File: src/rtl/uart_irq_pkg.sv
package uart_irq_pkg;
  localparam int IRQ_W = 11;
  localparam int NLINE = 6;

  localparam int B_RI  = 0;
  localparam int B_CTS = 1;
  localparam int B_DCD = 2;
  localparam int B_DSR = 3;
  localparam int B_RX  = 4;
  localparam int B_TX  = 5;
  localparam int B_RT  = 6;
  localparam int B_FE  = 7;
  localparam int B_PE  = 8;
  localparam int B_BE  = 9;
  localparam int B_OE  = 10;

  localparam int L_ALL = 0;
  localparam int L_RX  = 1;
  localparam int L_TX  = 2;
  localparam int L_RT  = 3;
  localparam int L_MS  = 4;
  localparam int L_ERR = 5;

  typedef logic [IRQ_W-1:0] irq_vec_t;

  typedef enum logic [1:0] {
    SEL_MASK   = 2'd0,
    SEL_RAW    = 2'd1,
    SEL_MASKED = 2'd2,
    SEL_CLEAR  = 2'd3
  } irq_sel_e;

  // Status bits that feed a given output line.
  function automatic irq_vec_t line_group(input int idx);
    irq_vec_t g;
    g = '0;
    case (idx)
      L_ALL: g = '1;
      L_RX:  g[B_RX] = 1'b1;
      L_TX:  g[B_TX] = 1'b1;
      L_RT:  g[B_RT] = 1'b1;
      L_MS:  g[B_DSR:B_RI] = '1;
      L_ERR: g[B_OE:B_FE] = '1;
      default: g = '0;
    endcase
    return g;
  endfunction

  // Write-one-to-clear, with set requests taking priority.
  function automatic irq_vec_t next_raw(input irq_vec_t raw, input irq_vec_t clr,
                                        input irq_vec_t set);
    return (raw & ~clr) | set;
  endfunction
endpackage

File: src/rtl/irq_raw_status.sv
module irq_raw_status
  import uart_irq_pkg::*;
(
  input  logic     clk,
  input  logic     rst_n,
  input  irq_vec_t set_vec,
  input  irq_vec_t clr_vec,
  output irq_vec_t raw
);
  always_ff @(posedge clk) begin
    if (!rst_n) raw <= '0;
    else        raw <= next_raw(raw, clr_vec, set_vec);
  end

  // a cleared bit without a competing set reads zero next cycle
  p_w1c_r5: assert property (@(posedge clk) disable iff (!rst_n)
    ((clr_vec & ~set_vec) != '0) |=> ((raw & $past(clr_vec & ~set_vec)) == '0));

  // set requests always land, even under a clear
  p_set_wins_r9: assert property (@(posedge clk) disable iff (!rst_n)
    (set_vec != '0) |=> ((raw & $past(set_vec)) == $past(set_vec)));

  // status holds without set or clear
  p_raw_hold_r3: assert property (@(posedge clk) disable iff (!rst_n)
    (set_vec == '0 && clr_vec == '0) |=> $stable(raw));
endmodule

File: src/rtl/irq_mask_reg.sv
module irq_mask_reg
  import uart_irq_pkg::*;
(
  input  logic     clk,
  input  logic     rst_n,
  input  logic     we,
  input  irq_vec_t wdata,
  output irq_vec_t mask
);
  always_ff @(posedge clk) begin
    if (!rst_n)  mask <= '0;
    else if (we) mask <= wdata;
  end

  // mask only moves on its own write
  p_mask_hold_r7: assert property (@(posedge clk) disable iff (!rst_n)
    !we |=> $stable(mask));
endmodule

File: src/rtl/irq_line_fanout.sv
module irq_line_fanout
  import uart_irq_pkg::*;
(
  input  irq_vec_t         masked,
  output logic [NLINE-1:0] lines
);
  for (genvar g = 0; g < NLINE; g++) begin : g_line
    localparam irq_vec_t GRP = line_group(g);
    assign lines[g] = |(masked & GRP);
  end
endmodule

File: src/rtl/uart_irq_router.sv
module uart_irq_router
  import uart_irq_pkg::*;
(
  input  logic        clk,
  input  logic        rst_n,
  input  logic [1:0]  reg_sel,
  input  logic        reg_we,
  input  logic [10:0] reg_wdata,
  output logic [10:0] reg_rdata,
  input  logic [10:0] evt_set,
  input  logic        data_wr,
  output logic        irq_all,
  output logic        irq_rx,
  output logic        irq_tx,
  output logic        irq_rtim,
  output logic        irq_modem,
  output logic        irq_err
);
  irq_vec_t raw, mask, masked, clr_vec, set_vec;
  logic [NLINE-1:0] lines;
  logic mask_we, clr_we;

  assign mask_we = reg_we && (reg_sel == SEL_MASK);
  assign clr_we  = reg_we && (reg_sel == SEL_CLEAR);
  assign clr_vec = clr_we ? reg_wdata : '0;
  assign set_vec = evt_set | (irq_vec_t'(data_wr) << B_TX);
  assign masked  = raw & mask;

  irq_raw_status u_raw (
    .clk(clk), .rst_n(rst_n), .set_vec(set_vec), .clr_vec(clr_vec), .raw(raw)
  );

  irq_mask_reg u_mask (
    .clk(clk), .rst_n(rst_n), .we(mask_we), .wdata(reg_wdata), .mask(mask)
  );

  irq_line_fanout u_fan (.masked(masked), .lines(lines));

  always_comb begin
    case (reg_sel)
      SEL_MASK:   reg_rdata = mask;
      SEL_RAW:    reg_rdata = raw;
      SEL_MASKED: reg_rdata = masked;
      default:    reg_rdata = '0;
    endcase
  end

  assign irq_all   = lines[L_ALL];
  assign irq_rx    = lines[L_RX];
  assign irq_tx    = lines[L_TX];
  assign irq_rtim  = lines[L_RT];
  assign irq_modem = lines[L_MS];
  assign irq_err   = lines[L_ERR];

  // combined line agrees with the group lines
  p_all_line_r11: assert property (@(posedge clk) disable iff (!rst_n)
    irq_all == (irq_rx | irq_tx | irq_rtim | irq_modem | irq_err));

  // data register write always raises the transmit status
  p_tx_on_write_r8: assert property (@(posedge clk) disable iff (!rst_n)
    data_wr |=> raw[B_TX]);

  // a zero mask silences every line on the next cycle
  p_mask_reval_r12: assert property (@(posedge clk) disable iff (!rst_n)
    (mask_we && reg_wdata == '0) |=> !irq_all);

  // clear view reads zero
  p_clear_reads_zero_r6: assert property (@(posedge clk) disable iff (!rst_n)
    (reg_sel == SEL_CLEAR) |-> (reg_rdata == '0));
endmodule

File: config.mk
export PLATFORM = sky130hd
export DESIGN_NAME = uart_irq_router
export DESIGN_NICKNAME = d
export VERILOG_FILES = /design/src/rtl/uart_irq_pkg.sv /design/src/rtl/irq_raw_status.sv /design/src/rtl/irq_mask_reg.sv /design/src/rtl/irq_line_fanout.sv /design/src/rtl/uart_irq_router.sv
export SDC_FILE = /design/constraint.sdc
export NUM_CORES = 1
export LEC_CHECK = 0
export BUFFER_PORTS_ARGS = -buffer_cell sky130_fd_sc_hd__buf_2
export CORE_MARGIN = 4
export CORE_UTILIZATION = 27
export DETAILED_ROUTE_END_ITERATION = 12
export PLACE_DENSITY = 0.57
export SLEW_MARGIN = 20
export SYNTH_ARGS = -nofsm -noshare
export SYNTH_HDL_FRONTEND = slang
export SYNTH_HIERARCHICAL = 1
export SYNTH_SLANG_ARGS = --single-unit
File: constraint.sdc
create_clock -name clk -period 1.65 [get_ports clk]
set_clock_uncertainty 0.1 [all_clocks]
set_input_delay 0.165 -clock clk [delete_from_list [all_inputs] [get_ports clk]]
set_output_delay 0.165 -clock clk [all_outputs]
set_load 0.01 [all_outputs]
==> metrics.csv, run 1 <==
metric;value;unit
layout_setup_ws;-0.3293;ns
crit_end;irq_all;
via_per_inst;4.393;
power_frac_clock;32.7;%
ys_ff_latch;22;
hold_viol_final;0;
vias;1063;
grt_pass1_wl;4726;um
drv_slew;0;
worstSkewPairLatency;0.26;ns
cts.clk_slew.worst_paths;0.08;ns
wl;2876;um
utilization;37.11;%
final.period_utilization;120.0;%
r2r_start;u_raw/raw[1];
swShare;24.54;%
fin_crit;1.979;ns
fill_cells;471;
dieArea;5829;um^2
p_seq_share;48.9;%
cts.path.max_buffers;2;
fp.dieH;76.35;um
dpl-instance-area;1550;um^2
syn2layout_area_growth;30.75;%
grt_pass1_vias;1029;
worstMarginPinSlew;0.3546;ns
grt_usage;9.899;%
cts_tree;yes;
syn_area;1261;um^2
grt_max_degree;23;
worstPathRequired;1.38;ns
avgSynthCellArea;9.009;um^2
yosysWarningCount;6;
boundaryPins;45;
path_max_fanout;2;
path_class;reg -> out;
antenna_found_initial;0;
status;complete, but fails checks;
rows;24;
cts.sinks;22;
violations;negative setup slack;
ir_drop;250.7;uV
antenna_cells;0;
critPathLaunchType;flop;
cp.arrival;1.71;ns
grt_overflow_total;0;
die_w;76.35;um
drc;0;
wl_per_cell;11.88;um
drv_cap;0;
syn_inst;140;
fin_cells;242;
power_density;720.0;nW/um^2
switchingPower;291.3;uW
p_comb_share;18.5;%
core-area;4444;um^2
dr.pass1.iters;3;
drt_iter0_drc;32;
cts-root-buf;clkbuf_8;
fin_area;1649;um^2
gp_congestion;0.7329;
dp.cells;236;
ys_seq_area_share;34.92;%
ff2ff_path_depth;3;
cts_buffers;3;
synth.net_count;168;
hold_path.class;in -> reg;
final-setup-viol-count;2;
setup.worst_path.start;u_raw/raw[1];
r2r_slack;0.72;ns
final_nets;219;
ant_nets;0;
rsz0062_at_grt;yes;
dp_hpwl;2154;um
p_leak;0.0008262;uW
cts_htree_levels;1;
p_int;895.9;uW
r2r-end;u_raw/raw[1];
initial_core_util;28.38;%
drive_above_1_share;39.47;%
fmax;0.5052;GHz
max-slew-margin-rel;76.36;%
synth.distinct_cells;22;
numPortBuffers;44;
critPathCaptureType;output pin;
## final cells by class
| class | count | area, um^2 | area share (%) |
|---|---|---|---|
| Sequential cell | 22 | 446.7 | 27.09 |
| Timing Repair Buffer | 57 | 339.1 | 20.56 |
| Multi-Input combinational cell | 97 | 705.7 | 42.79 |
| Clock buffer | 4 | 55.05 | 3.338 |
| Tap cell | 52 | 65.06 | 3.945 |
| Inverter | 10 | 37.54 | 2.276 |
## power by group through the flow
stage	registers (uW)	clock network [uW]	logic, uW
floorplan	586	0	137
global placement	589	0	213
detailed placement	590	0	214
CTS	578	396	219
global route	585	428	242
finish	580	388	219
## how the worst min path moves through the flow
stage	start	endpoint	slack (ns)	cells past startpoint
floorplan	rst_n	u_raw/raw[10]	0.18	1
global route	evt_set[10]	u_raw/raw[10]	0.00006	2
detailed placement	evt_set[0]	u_raw/raw[0]	0.28	2
CTS	evt_set[10]	u_raw/raw[10]	0.005	2
finish	evt_set[10]	u_raw/raw[10]	0.004	2
global placement	evt_set[9]	u_raw/raw[9]	0.28	2
## synthesized netlist by cell type (all sizes together)
library cell | instances | area, um^2
nor2b | 23 | 143.9
dfxtp | 22 | 440.4
mux2i | 21 | 210.2
and2 | 12 | 75.07
o21a | 11 | 82.58
buf | 10 | 92.58
inv | 10 | 37.54
nand2 | 10 | 37.54
o22ai | 10 | 62.56
or3 | 2 | 12.51
or4 | 2 | 18.77
and3 | 1 | 11.26
clkbuf | 1 | 3.750
nand2b | 1 | 6.260
nand3b | 1 | 7.510
nor3b | 1 | 7.510
o21ai | 1 | 5.000
or2 | 1 | 6.260
## cell families after synthesis
family | share of synthesized area (%)
mux | 16.67
simple gates | 25.89
compound gates | 11.90
buf+inv | 10.61
flops | 34.92
## critical path, cell delays in order, from the launching register on
cell and delay [ns]:
dfxtp_2 0.33, nand2_2 0.07, inv_1 0.04, or4_4 0.53, or3_1 0.34, buf_2 0.14
## placed cells by master, fill, tap and decap left out, types with 2 or more instances in the layout
cell type   n
and2_1     12
buf_2      43
buf_4      11
clkbuf_8    4
dfxtp_1    17
dfxtp_2     5
inv_1       9
mux2i_1    21
nand2_1     6
nand2_2     4
nor2b_1    23
o21a_1     11
o22ai_1    10
or3_1       2
or4_4       2
## sequential cells by signal, summed over array words and instances (netlist names)
| name | cells |
|---|---|
| u_mask/mask | 11 |
| u_raw/raw | 11 |
## metrics by stage
stage	setup TNS, ns	hold slack, ns	setup WS, ns	total power, uW
after floorplan	0	0.1825	0.01128	722.9
after global placement	-0.06859	0.2760	-0.06859	802.0
after detailed placement	-0.07549	0.2806	-0.07549	803.3
after CTS	-0.3544	0.004616	-0.3245	1194
after global routing	-0.4852	0.00006301	-0.3929	1255
final	-0.3296	0.004337	-0.3293	1187
## routing by layer
metal	global-route usage, %	up-vias	share of wire (%)
met5	0	-	0
met4	5.435	0	1.5
met3	2.009	4	5.4
met2	17.05	27	48
met1	11.40	469	45
li1	-	563	-
## timing repair
item	CTS	global route
buffers inserted	1	0
endpoints found under the hold margin	0	1
pin swaps	1	0
hold buffers	0	1
resized for setup	5	7
endpoints found under the setup margin	3	3
No activity file was read; power rests on OpenSTA's default activity.
==> run 2: changes to the inputs <==
- GPL_ROUTABILITY_DRIVEN: unset -> 1
- PLACE_DENSITY: 0.57 -> 0.58
- SYNTH_HIERARCHICAL: 1 -> unset
==> metrics.csv, run 2 <==
metric;value;unit
worstSkewPairLatency;0.25;ns
cts.path.max_buffers;2;
worstPathCellList;and2_4, or2_1, or4_1, buf_2;
syn_inst;120;
antenna_found_initial;0;
finalPower;1170;uW
fmax;0.5495;GHz
synth.most_common_cell;dfxtp_1;
final_common_cell;buf_2;
fin_crit;1.820;ns
vias;1070;
cp_top_family;simple AND/OR/NAND/NOR gates;
rsz0062_at_grt;yes;
gp_congestion;0.8425;
ys_ff_latch;22;
worstMarginPinSlew;0.5044;ns
initial_core_util;28.92;%
antenna_cells;0;
die_w;71.79;um
ir_drop;248.0;uV
via_per_inst;4.864;
fp.dieH;71.79;um
async_flop_share;0;%
worstPathRequired;1.38;ns
ys_top_cells_by_count;22 x dfxtp_1, 11 x a32o_1, 11 x inv_1, 11 x mux2i_1, 11 x nor2b_1;
drive_above_1_share;37.79;%
cts_tree;yes;
grt_overflow_total;0;
wl;3013;um
synth-edff-count;0;
path_buf_inv;1;
cts-root-buf;clkbuf_8;
grt_pass1_wl;4926;um
path_class;reg -> out;
numPortBuffers;44;
rows;22;
final_nets;201;
syn_area;1099;um^2
wl_per_cell;13.70;um
crit_slowest_cell;or4_1;
avgSynthCellArea;9.155;um^2
final_cell_mix;44 x buf_2, 18 x dfxtp_1;
ys_seq_area_share;40.09;%
ant_nets;0;
syn2layout_area_growth;37.36;%
cts_htree_levels;1;
power_density;775.4;nW/um^2
p_leak;0.0006932;uW
core-area;3799;um^2
drv_slew;0;
hold_slack;0.002335;ns
r2r_slack;0.64;ns
critPathLaunchType;flop;
cts.clk_slew.worst_paths;0.08;ns
cp.arrival;1.55;ns
synthFlopType;dfxtp_1;
grt_max_degree;23;
hold_viol_final;0;
drc;0;
violations;negative setup slack;
dieArea;5153;um^2
synth.distinct_cells;23;
grt_pass1_vias;1016;
final.period_utilization;110.3;%
synth.net_count;148;
max-slew-margin-rel;66.34;%
dr.pass1.iters;4;
critPathCaptureType;output pin;
boundaryPins;45;
grt_usage;11.88;%
layout_setup_ws;-0.1698;ns
hold_path.class;in -> reg;
yosysWarningCount;0;
cts.sinks;22;
drt_iter0_drc;65;
reg_top3;u_mask.mask (11), u_raw.raw (11);
cts_buffers;3;
final-setup-viol-count;1;
yosys.area.top_type_share;40.09;%
yosysTopAreaCell;dfxtp_1;
netlist_top_cells_area;dfxtp_1 40%, a32o_1 10%, mux2i_1 10%, nor2b_1 6.3%, a31oi_1 5.7%;
max_stage_delay;0.46;ns
drv_cap;0;
status;complete, but fails checks;
path_max_fanout;2;
dp_hpwl;2281;um
-- run 2: layout make-up --
| type | count | area [um^2] |
|---|---|---|
| tap | 48 | 60.06 |
| timing repair buffer | 55 | 312.8 |
| clock buffer | 4 | 55.05 |
| fill | 394 | 2290 |
| sequential | 22 | 445.4 |
| multi-input combinational | 80 | 594.3 |
| inverter | 11 | 41.29 |
-- run 2: final timing paths --
check	start	end	depth (start not counted)
max	u_raw.raw[6]	irq_all	4
min	reg_wdata[1]	u_raw.raw[1]	2
max reg2reg	u_raw.raw[5]	u_raw.raw[5]	3
min reg2reg	u_mask.mask[4]	u_mask.mask[4]	2
-- run 2: power by group --
part           switching [uW]  internal (uW)
registers                24.8            562
clock network             166            212
logic                    98.8            107
total                     290            880
-- run 2: timing repair --
item / 4_1_cts / 5_1_grt
hold buffers: 4 / 0
setup buffers: 2 / 0
endpoints found under the hold margin: 4 / 0
endpoints found under the setup margin: 1 / 12
pin swaps: 0 / 0
resized for setup: 2 / 5
-- run 2: metrics by stage --
step / instances / setup slack, ns / TNS, ns / util, % / cell area (um^2)
finish: 220 / -0.1698 / -0.1698 / 39.72 / 1509
global route: 220 / -0.2180 / -0.2180 / 39.72 / 1509
CTS: 220 / -0.1821 / -0.1821 / 39.39 / 1496
detailed placement: 210 / 0.08431 / 0 / 36.43 / 1384
global placement: 210 / 0.1131 / 0 / 36.43 / 1384
floorplan: 120 / 0.1815 / 0 / - / 1099
-- run 2: metal layers --
layer | routed length, um | GRT usage (%) | vias to the layer above
met5 | 0 | 0 | -
met4 | 34 | 4.384 | 0
met3 | 195 | 1.823 | 2
met2 | 1399 | 19.39 | 33
met1 | 1384 | 15.73 | 494
li1 | - | - | 541
-- run 2: cells by family (layout without fill, tap and decap cells) --
group | after synthesis | in the layout | share of synthesized area (%)
compound gates | 37 | 37 | 24.49
flops | 22 | 22 | 40.09
mux | 11 | 11 | 10.02
buf+inv | 18 | 70 | 6.720
simple gates | 32 | 32 | 18.68
==> run 3: changes to the inputs <==
--- a/config.mk
+++ b/config.mk
@@ -17 +17,2 @@
 export SYNTH_SLANG_ARGS = --single-unit
+export TNS_END_PERCENT = 50
--- a/constraint.sdc
+++ b/constraint.sdc
@@ -4,2 +4,2 @@
 set_output_delay 0.165 -clock clk [all_outputs]
-set_load 0.01 [all_outputs]
+set_load 0.02 [all_outputs]
==> metrics.csv, run 3 (same netlist as run 2, synthesis figures left out) <==
metric;value;unit
grt_pass1_wl;5112;um
final-setup-viol-count;1;
wl_per_cell;13.80;um
worstMarginPinSlew;0.4909;ns
rsz0062_at_grt;yes;
drv_slew;0;
grt_pass1_vias;1067;
cp.arrival;1.57;ns
violations;negative setup slack;
path_class;reg -> out;
worstPathRequired;1.38;ns
hold_viol_final;0;
setup.worst_path.start;u_raw.raw[5];
final.period_utilization;111.4;%
fp.dieH;71.79;um
dp_hpwl;2309;um
switchingPower;317.0;uW
antenna_found_initial;0;
p_int;1005;uW
status;complete, but fails checks;
cts.sinks;22;
fin_area;1573;um^2
drt_iter0_drc;57;
initial_core_util;28.92;%
drv_cap;0;
via_per_inst;4.875;
cts_buffers;3;
rows;22;
p_comb_share;17.9;%
fin_cells;224;
drc;0;
hold_path.class;in -> reg;
vias;1092;
dieArea;5153;um^2
reg_top3;u_mask.mask (11), u_raw.raw (11);
cts.path.max_buffers;2;
wl;3092;um
cts-root-buf;clkbuf_8;
r2r_start;u_raw.raw[5];
critPathLaunchType;flop;
p_seq_share;44.4;%
path_max_fanout;2;
power_frac_clock;37.7;%
drive_above_1_share;38.07;%
cts_tree;yes;
ff2ff_path_depth;3;
dp.cells;210;
fin_crit;1.838;ns
fmax;0.5440;GHz
crit_end;irq_all;
worstSkewPairLatency;0.26;ns
critPathCaptureType;output pin;
gp_congestion;0.8426;
layout_setup_ws;-0.1881;ns
grt_usage;12.37;%
cts.clk_slew.worst_paths;0.08;ns
cts_htree_levels;1;
swShare;23.98;%
grt_overflow_total;0;
power_density;840.4;nW/um^2
grt_max_degree;23;
core-area;3799;um^2
final_cell_mix;43 x buf_2, 18 x dfxtp_1;
boundaryPins;45;
r2r_slack;0.64;ns
antenna_cells;0;
dr.pass1.iters;4;
numPortBuffers;44;
dpl-instance-area;1384;um^2
ant_nets;0;
p_leak;0.0007186;uW
syn2layout_area_growth;43.17;%
final_nets;205;
r2r-end;u_raw.raw[5];
max-slew-margin-rel;67.24;%
die_w;71.79;um
final_common_cell;buf_2;
ir_drop;307.6;uV
==> run 3: worst min-delay path by stage <==
stage                       startpoint            to  slack [ns]  cells past startpoint
after floorplan           reg_wdata[0]  u_raw.raw[0]        0.17                      1
after global placement    reg_wdata[3]  u_raw.raw[3]        0.27                      2
after detailed placement  reg_wdata[4]  u_raw.raw[4]        0.27                      2
after CTS                 reg_wdata[8]  u_raw.raw[8]       0.003                      2
after global routing      reg_wdata[8]  u_raw.raw[8]       0.002                      2
final                     reg_wdata[1]  u_raw.raw[1]       0.007                      2
==> run 3: power by group through the flow <==
stage	Clock, uW	Sequential (uW)	Combinational (uW)
6_report	498	587	237
5_1_grt	530	591	260
4_1_cts	514	586	238
3_5_place_dp	0	597	209
3_3_place_gp	0	596	202
2_1_floorplan	0	590	126
==> run 3: metrics by stage <==
step	TNS [ns]	total power [uW]	hold slack, ns	setup slack (ns)	utilization [%]
global placement	0	798.2	0.2702	0.07964	36.43
detailed placement	0	806.6	0.2743	0.04248	36.43
global route	-0.2379	1381	0.002090	-0.2379	41.40
finish	-0.1881	1322	0.006920	-0.1881	41.40
floorplan	0	715.4	0.1652	0.06559	-
CTS	-0.2003	1337	0.003351	-0.2003	41.24
==> run 3: repair_timing <==
item                                    4_1_cts  5_1_grt
pin swaps                                     1        1
gates resized for setup                       7        3
hold buffers                                  7        0
buffers inserted                              3        0
hold endpoints to repair                      7        0
endpoints found under the setup margin        1       12
==> run 3: layout make-up <==
class / count / area, um^2
inverters: 11 / 41.29
clock buffers: 3 / 41.29
multi-input cells: 80 / 598.1
fillers: 385 / 2226
well taps: 48 / 60.06
repair buffers: 59 / 356.6
clock inverters: 1 / 30.03
flip-flops and latches: 22 / 445.4
==> run 3: worst max-delay path: stages (launching register included) <==
cell	delay, ns
dfxtp_2	0.32
and2_4	0.15
or2_1	0.23
or4_4	0.48
buf_6	0.14
==> run 3: metal layers <==
layer  vias up  global-route usage [%]  part of all wire [%]
met5         -                       0                     0
met4         0                   3.758                   1.2
met3         2                   3.366                   6.0
met2        29                   19.90                    46
met1       509                   16.08                    47
li1        552                       -                     -
